## src/rtl/wdg_pkg.sv

```systemverilog
package wdg_pkg;

  // Configuration byte layout: bit3 window, bits[2:1] timeout select, bit0 source
  typedef struct packed {
    logic       win;
    logic [1:0] tsel;
    logic       bus_src;
  } wdg_cfg_t;

  localparam wdg_cfg_t CFG_RESET = '{win: 1'b0, tsel: 2'd3, bus_src: 1'b0};

  localparam logic [7:0] KEY_ARM  = 8'h55;
  localparam logic [7:0] KEY_FIRE = 8'hAA;

  localparam logic ADDR_SVC  = 1'b0;
  localparam logic ADDR_CTRL = 1'b1;

  function automatic int unsigned max_u(input int unsigned a, input int unsigned b);
    return (a > b) ? a : b;
  endfunction

endpackage

```

## src/rtl/wdg_rst_sync.sv

```systemverilog
module wdg_rst_sync #(
  parameter int STAGES = 2
) (
  input  logic clk,
  input  logic rst_n_async,
  output logic rst_n_sync
);

  logic [STAGES-1:0] sh_q;
  logic [STAGES-1:0] sh_d;

  generate
    if (STAGES == 1) begin : g_single
      assign sh_d = 1'b1;
    end else begin : g_chain
      assign sh_d = {sh_q[STAGES-2:0], 1'b1};
    end
  endgenerate

  always_ff @(posedge clk or negedge rst_n_async) begin
    if (!rst_n_async) sh_q <= '0;
    else              sh_q <= sh_d;
  end

  assign rst_n_sync = sh_q[STAGES-1];

endmodule

```

## src/rtl/wdg_cfg_lock.sv

```systemverilog
module wdg_cfg_lock
  import wdg_pkg::*;
(
  input  logic       clk,
  input  logic       rst_n,
  input  logic       wr_en,
  input  logic       wr_addr,
  input  logic [7:0] wr_data,
  output wdg_cfg_t   cfg_o,
  output logic       locked_o,
  output logic       load_o
);

  wdg_cfg_t cfg_q, cfg_d;
  logic     lock_q, lock_d;
  logic     accept;

  always_comb begin
    accept = wr_en && (wr_addr == ADDR_CTRL) && !lock_q;
    cfg_d  = cfg_q;
    lock_d = lock_q;
    if (accept) begin
      cfg_d  = wdg_cfg_t'(wr_data[3:0]);
      lock_d = 1'b1;
    end
  end

  always_ff @(posedge clk or negedge rst_n) begin
    if (!rst_n) begin
      cfg_q  <= CFG_RESET;
      lock_q <= 1'b0;
    end else begin
      cfg_q  <= cfg_d;
      lock_q <= lock_d;
    end
  end

  assign cfg_o    = cfg_q;
  assign locked_o = lock_q;
  assign load_o   = accept;

endmodule

```

## src/rtl/wdg_key_seq.sv

```systemverilog
module wdg_key_seq
  import wdg_pkg::*;
(
  input  logic       clk,
  input  logic       rst_n,
  input  logic       svc_wr,
  input  logic [7:0] svc_data,
  output logic       done_o
);

  logic armed_q, armed_d;
  logic done_c;

  always_comb begin
    done_c  = svc_wr && armed_q && (svc_data == KEY_FIRE);
    armed_d = armed_q;
    if (svc_wr) armed_d = (svc_data == KEY_ARM);
  end

  always_ff @(posedge clk or negedge rst_n) begin
    if (!rst_n) armed_q <= 1'b0;
    else        armed_q <= armed_d;
  end

  assign done_o = done_c;

endmodule

```

## src/rtl/wdg_counter.sv

```systemverilog
module wdg_counter
  import wdg_pkg::*;
#(
  parameter int SLOW_E1 = 5,
  parameter int SLOW_E2 = 8,
  parameter int SLOW_E3 = 10,
  parameter int FAST_E1 = 13,
  parameter int FAST_E2 = 16,
  parameter int FAST_E3 = 18,
  parameter int CNT_W   = 18
) (
  input  logic             clk,
  input  logic             rst_n,
  input  wdg_cfg_t         cfg,
  input  logic             load,
  input  logic             svc_done,
  input  logic             tick,
  input  logic             hold,
  output logic [CNT_W-1:0] cnt_o,
  output logic             req_o
);

  localparam int XW = CNT_W + 1;

  function automatic logic [XW-1:0] pow2(input int e);
    logic [XW-1:0] v;
    v    = '0;
    v[e] = 1'b1;
    return v;
  endfunction

  logic [CNT_W-1:0] cnt_q, cnt_d;
  logic             req_q, req_d;
  int               exp_sel;
  logic [XW-1:0]    lim_m1;
  logic [XW-1:0]    win_open;
  logic             enabled, step, at_end, early, expire, fire;

  // Timeout exponent for the current source and select
  always_comb begin
    unique case ({cfg.bus_src, cfg.tsel})
      3'b0_01: exp_sel = SLOW_E1;
      3'b0_10: exp_sel = SLOW_E2;
      3'b0_11: exp_sel = SLOW_E3;
      3'b1_01: exp_sel = FAST_E1;
      3'b1_10: exp_sel = FAST_E2;
      3'b1_11: exp_sel = FAST_E3;
      default: exp_sel = SLOW_E1;
    endcase
  end

  always_comb begin
    lim_m1   = pow2(exp_sel) - XW'(1);
    win_open = pow2(exp_sel) - pow2(exp_sel - 2);
    enabled  = (cfg.tsel != 2'd0);
    step     = cfg.bus_src ? !hold : (tick && !hold);
    at_end   = ({1'b0, cnt_q} == lim_m1);
    early    = cfg.win && cfg.bus_src && svc_done && ({1'b0, cnt_q} < win_open);
    expire   = step && at_end && !svc_done;
    fire     = !load && enabled && (expire || early);
    req_d    = fire && !req_q;
  end

  // Next count: load, disable, service and slow-mode clear all return to zero
  always_comb begin
    cnt_d = cnt_q;
    if (load || !enabled || svc_done) begin
      cnt_d = '0;
    end else if (!cfg.bus_src && hold) begin
      cnt_d = '0;
    end else if (step) begin
      cnt_d = at_end ? '0 : cnt_q + CNT_W'(1);
    end
  end

  always_ff @(posedge clk or negedge rst_n) begin
    if (!rst_n) begin
      cnt_q <= '0;
      req_q <= 1'b0;
    end else begin
      cnt_q <= cnt_d;
      req_q <= req_d;
    end
  end

  assign cnt_o = cnt_q;
  assign req_o = req_q;

endmodule

```

## src/rtl/keyed_watchdog.sv

```systemverilog
module keyed_watchdog
  import wdg_pkg::*;
#(
  parameter int SLOW_E1 = 5,
  parameter int SLOW_E2 = 8,
  parameter int SLOW_E3 = 10,
  parameter int FAST_E1 = 13,
  parameter int FAST_E2 = 16,
  parameter int FAST_E3 = 18,
  parameter int SYNC_STAGES = 2,
  localparam int CNT_W = max_u(SLOW_E3, FAST_E3)
) (
  input  logic             clk,
  input  logic             rst_n,
  input  logic             wr_en,
  input  logic             wr_addr,
  input  logic [7:0]       wr_data,
  input  logic             tick_1k,
  input  logic             dbg_mode,
  input  logic             stop_mode,
  output logic             rst_req,
  output logic [CNT_W-1:0] cnt_o,
  output logic             cfg_bus_src,
  output logic [1:0]       cfg_tsel,
  output logic             cfg_win,
  output logic             cfg_locked
);

  logic     rst_n_s;
  wdg_cfg_t cfg;
  logic     cfg_load;
  logic     key_done;
  logic     svc_wr;
  logic     hold;

  assign svc_wr = wr_en && (wr_addr == ADDR_SVC);
  assign hold   = dbg_mode || stop_mode;

  wdg_rst_sync #(.STAGES(SYNC_STAGES)) u_sync (
    .clk         (clk),
    .rst_n_async (rst_n),
    .rst_n_sync  (rst_n_s)
  );

  wdg_cfg_lock u_cfg (
    .clk      (clk),
    .rst_n    (rst_n_s),
    .wr_en    (wr_en),
    .wr_addr  (wr_addr),
    .wr_data  (wr_data),
    .cfg_o    (cfg),
    .locked_o (cfg_locked),
    .load_o   (cfg_load)
  );

  wdg_key_seq u_key (
    .clk      (clk),
    .rst_n    (rst_n_s),
    .svc_wr   (svc_wr),
    .svc_data (wr_data),
    .done_o   (key_done)
  );

  wdg_counter #(
    .SLOW_E1 (SLOW_E1), .SLOW_E2 (SLOW_E2), .SLOW_E3 (SLOW_E3),
    .FAST_E1 (FAST_E1), .FAST_E2 (FAST_E2), .FAST_E3 (FAST_E3),
    .CNT_W   (CNT_W)
  ) u_cnt (
    .clk      (clk),
    .rst_n    (rst_n_s),
    .cfg      (cfg),
    .load     (cfg_load),
    .svc_done (key_done),
    .tick     (tick_1k),
    .hold     (hold),
    .cnt_o    (cnt_o),
    .req_o    (rst_req)
  );

  assign cfg_bus_src = cfg.bus_src;
  assign cfg_tsel    = cfg.tsel;
  assign cfg_win     = cfg.win;

endmodule

```

## config.mk

```make
export PLATFORM = sky130hd
export DESIGN_NAME = keyed_watchdog
export DESIGN_NICKNAME = d
export VERILOG_FILES = /design/src/rtl/wdg_pkg.sv /design/src/rtl/wdg_rst_sync.sv /design/src/rtl/wdg_cfg_lock.sv /design/src/rtl/wdg_key_seq.sv /design/src/rtl/wdg_counter.sv /design/src/rtl/keyed_watchdog.sv
export SDC_FILE = /design/constraint.sdc
export NUM_CORES = 1
export LEC_CHECK = 0
export ABC_AREA = 1
export ABC_CLOCK_PERIOD_IN_PS = 2600
export CAP_MARGIN = 20
export CORE_MARGIN = 1.5
export CORE_UTILIZATION = 40
export DETAILED_ROUTE_END_ITERATION = 10
export GPL_ROUTABILITY_DRIVEN = 0
export GPL_TIMING_DRIVEN = 0
export HOLD_SLACK_MARGIN = 0.15
export PLACE_DENSITY = 0.65
export SKIP_CTS_REPAIR_TIMING = 1
export SLEW_MARGIN = 20
export SYNTH_ARGS = -nofsm -noshare
export SYNTH_HDL_FRONTEND = slang
export SYNTH_HIERARCHICAL = 1
export SYNTH_SLANG_ARGS = --single-unit
```

## constraint.sdc

```tcl
create_clock -name clk -period 2.6 [get_ports clk]
set_clock_uncertainty 0.15 [all_clocks]
set_input_delay 0.52 -clock clk [delete_from_list [all_inputs] [get_ports clk]]
set_output_delay 0.52 -clock clk [all_outputs]
set_load 0.005 [all_outputs]
```

==> impl_metrics.py <==
metrics = {
    "run_status": {
        "status": "complete, but fails checks",
        "violations": "negative setup slack",
    },
    "floorplan": {
        "start_util": 0.422,
        "std_cell_rows": 31,
        "die_w_um": 91.2,
        "die_h_um": 91.2,
        "die_area_um2": 8310,
        "core_um2": 7370,
        "pin_count": 39,
    },
    "setup_path": {
        "critical_path.startpoint": "u_cfg/cfg_o[2]",
        "rr_worst_depth": 25,
        "cp.required_ns": 2.66,
        "timing.rr.start": "u_cfg/cfg_o[2]",
        "cp.arrival_ns": 3.83,
        "endpoint": "u_cnt/req_o",
        "cp-end-kind": "flop",
        "crit_type": "reg2reg",
        "r2r-end": "u_cnt/req_o",
        "r2r_setup_slack_ns": -1.17,
        "crit_path_start_kind": "flop",
        "path_max_fanout": 5,
    },
    "timing": {
        "max_freq_mhz": 265,
        "fin_setup_tns_ns": -5.37,
        "period_minus_slack_ns": 3.77,
        "slew_violations": 0,
        "fin_ws_ns": -1.17,
        "timing.final.crit_share": 1.45,
        "setup_violations": 19,
        "grt_setup_unrepaired": "true",
        "worst_pin_slew_ns": 0.758,
        "hold_slack_ns": 0.122,
        "slew-limit-headroom": 0.492,
        "hold_viol_final": 0,
    },
    "layout": {
        "areaGrowthSynthToFinish_pct": 31.2,
        "drive_gt1_frac": 0.215,
        "diodes": 0,
        "fin_cells": 610,
        "fillers": 737,
        "nets": 555,
    },
    "yosys": {
        "yosysUniqueCellTypes": 47,
        "yosys_most_used_dff": "dfrtp_1",
        "ys_seq_area_frac": 0.218,
        "yosysTopAreaCell": "dfrtp_1",
        "netlist_instances": 453,
        "syn_nets": 496,
        "synth-async-reset-ratio": 1.00,
        "synth.avg_cell_area_um2": 6.87,
        "synth-seq-cells": 27,
        "synth_edf_count": 0,
        "synth_area_leaders": "dfrtp_1 (20%), nand2_1 (13%), ha_1 (11%), inv_1 (8.6%), xor2_1 (6.2%)",
        "synth_top_area_frac": 0.201,
        "synth_area_um2": 3110,
        "ys_warn_count": 6,
    },
    "drt": {
        "num_vias": 3188,
        "drt.antenna.violating_nets": 0,
        "drtPass1Iterations": 5,
        "drt_wl_total_mm": 8.93,
        "drt_first_iter_violations": 224,
        "routedWlPerCell_um": 14.6,
        "viasPerCell": 5.23,
        "drc": 0,
    },
    "global_routing": {
        "grt_usage": 0.210,
        "grt_max_degree": 26,
        "grt-ovfl-total": 0,
        "grt_pass1_vias": 2997,
        "antenna_found_initial": 0,
        "grt_pass1_wl_mm": 14.3,
    },
    "job": {
        "drv_cap": 0,
    },
    "power": {
        "p_total_uw": 707,
        "power.density_nw_per_um2": 173,
        "ir_worst_vdd_v": 0.000212,
        "p_leak_uw": 0.00190,
    },
    "cts": {
        "numCtsBuffers": 3,
        "clock_path_buffers": 2,
        "cts_root_buf": "clkbuf_8",
        "htreeDepth": 1,
        "clock_sinks": 27,
        "path_clk_slew_ns": 0.10,
        "cts_tree": "built",
        "clock_latency_ns": 0.27,
    },
    "placed_design": {
        "io_buffers": 38,
        "dpl.hpwl_mm": 6.71,
        "dp.cells": 590,
    },
    "hold_path": {
        "hp-class": "reg2async",
    },
}
## area by class of cell
| class | instances | area (µm²) | area share |
|---|---|---|---|
| multi-input combinational | 345 | 2360 | 0.578 |
| timing repair buffer | 54 | 526 | 0.129 |
| inverter | 76 | 290 | 0.0711 |
| clock inverter | 1 | 5.00 | 0.00123 |
| clock buffer | 3 | 41.3 | 0.0101 |
| buffer | 5 | 55.1 | 0.0135 |
| sequential | 27 | 679 | 0.166 |
| tap | 99 | 124 | 0.0303 |
## routing by layer
layer / up-vias / global-route usage / wire length [µm]
met5: - / 0 / 0
met4: 0 / 0.0404 / 124
met3: 10 / 0.0126 / 367
met2: 97 / 0.352 / 4270
met1: 1494 / 0.296 / 4180
li1: 1587 / - / -
## through the flow
step                 util  cell area (µm²)  worst slack (ns)
floorplan               -             3200            -0.863
global placement    0.502             3700             -1.36
detailed placement  0.502             3700             -1.41
CTS                 0.508             3750             -1.44
global route        0.554             4080             -1.37
finish              0.554             4080             -1.17
## power breakdown
group          internal, µW  switching, µW  total [µW]
clock network           107            135         243
logic                  21.6           13.7        35.3
registers               421           7.95         429
## sequential cells by signal, summed over array words and instances, names as in the netlist
name	cells
u_cfg/cfg_o	4
u_cfg/locked_o	1
u_cnt/cnt_o	18
u_cnt/req_o	1
u_key/armed_q	1
u_sync/sh_q	2
## worst min path at each step
| stage | endpoint | slack, ns | depth (start not counted) |
|---|---|---|---|
| 3_5_place_dp | u_sync/sh_q[1] | 0.19 | 0 |
| 3_3_place_gp | u_sync/sh_q[1] | 0.19 | 0 |
| 2_1_floorplan | u_sync/sh_q[0] | 0.07 | 0 |
| 5_1_grt | u_cfg/cfg_o[0] | 0.18 | 0 |
| 4_1_cts | u_sync/sh_q[1] | 0.21 | 0 |
| 6_report | u_key/armed_q | 0.12 | 0 |
## cell usage in the layout, fill, tap and decap left out, drive strengths merged, types with 20 or more instances in the layout
cell type,count
nor2,53
xor2,22
nand2,118
o21ai,21
buf,20
clkdlybuf4s50,38
dfrtp,25
ha,28
nand3,34
inv,76
## Yosys cell counts (2+ instances only)
cell type and count:
nor2_1 48, nand3b_1 2, ha_1 28, o21ai_0 15, inv_2 4, o21ai_4 2
a21oi_1 10, inv_1 71, xor2_1 22, nand2_1 106, o22ai_2 10, nand4_1 11
o22ai_1 5, o21ai_1 3, dfrtp_1 25, o211ai_1 2, nand2_4 4, dfstp_2 2
nor2_2 3, nand3_1 33, xnor2_1 7, a211oi_1 2, nor3_1 7, nand2_2 8
## kinds of logic (layout without fill, tap and decap cells)
logic type	Yosys count	after routing	synth area share
and+or+nand+nor	230	230	0.344
buffers and inverters	81	139	0.106
AOI/OAI and AO/OA	57	57	0.136
xor gates and xnor gates	29	29	0.0817
adders and majority gates	28	28	0.113
DFF	27	27	0.218
other	1	1	0.00121
## critical path: stages, from the launching register on
cell and delay (ns):
dfstp_2 0.62, buf_6 0.14, ha_4 0.16, inv_4 0.04, nand3_4 0.08, nand2_4 0.09, nor2_4 0.20, nand2_2 0.09
ha_4 0.30, nand2_2 0.07, inv_2 0.07, nand4_1 0.11, o21ai_2 0.21, xnor2_2 0.11, ha_1 0.32, a21oi_1 0.13
nor3_1 0.06, a211oi_1 0.20, nand2_1 0.07, nand3_1 0.07, nand2_1 0.05, nand2_1 0.06, nand2_1 0.06, nand3_2 0.07
nand2_1 0.05, a21oi_1 0.13
(Power assumes the default switching activity.)
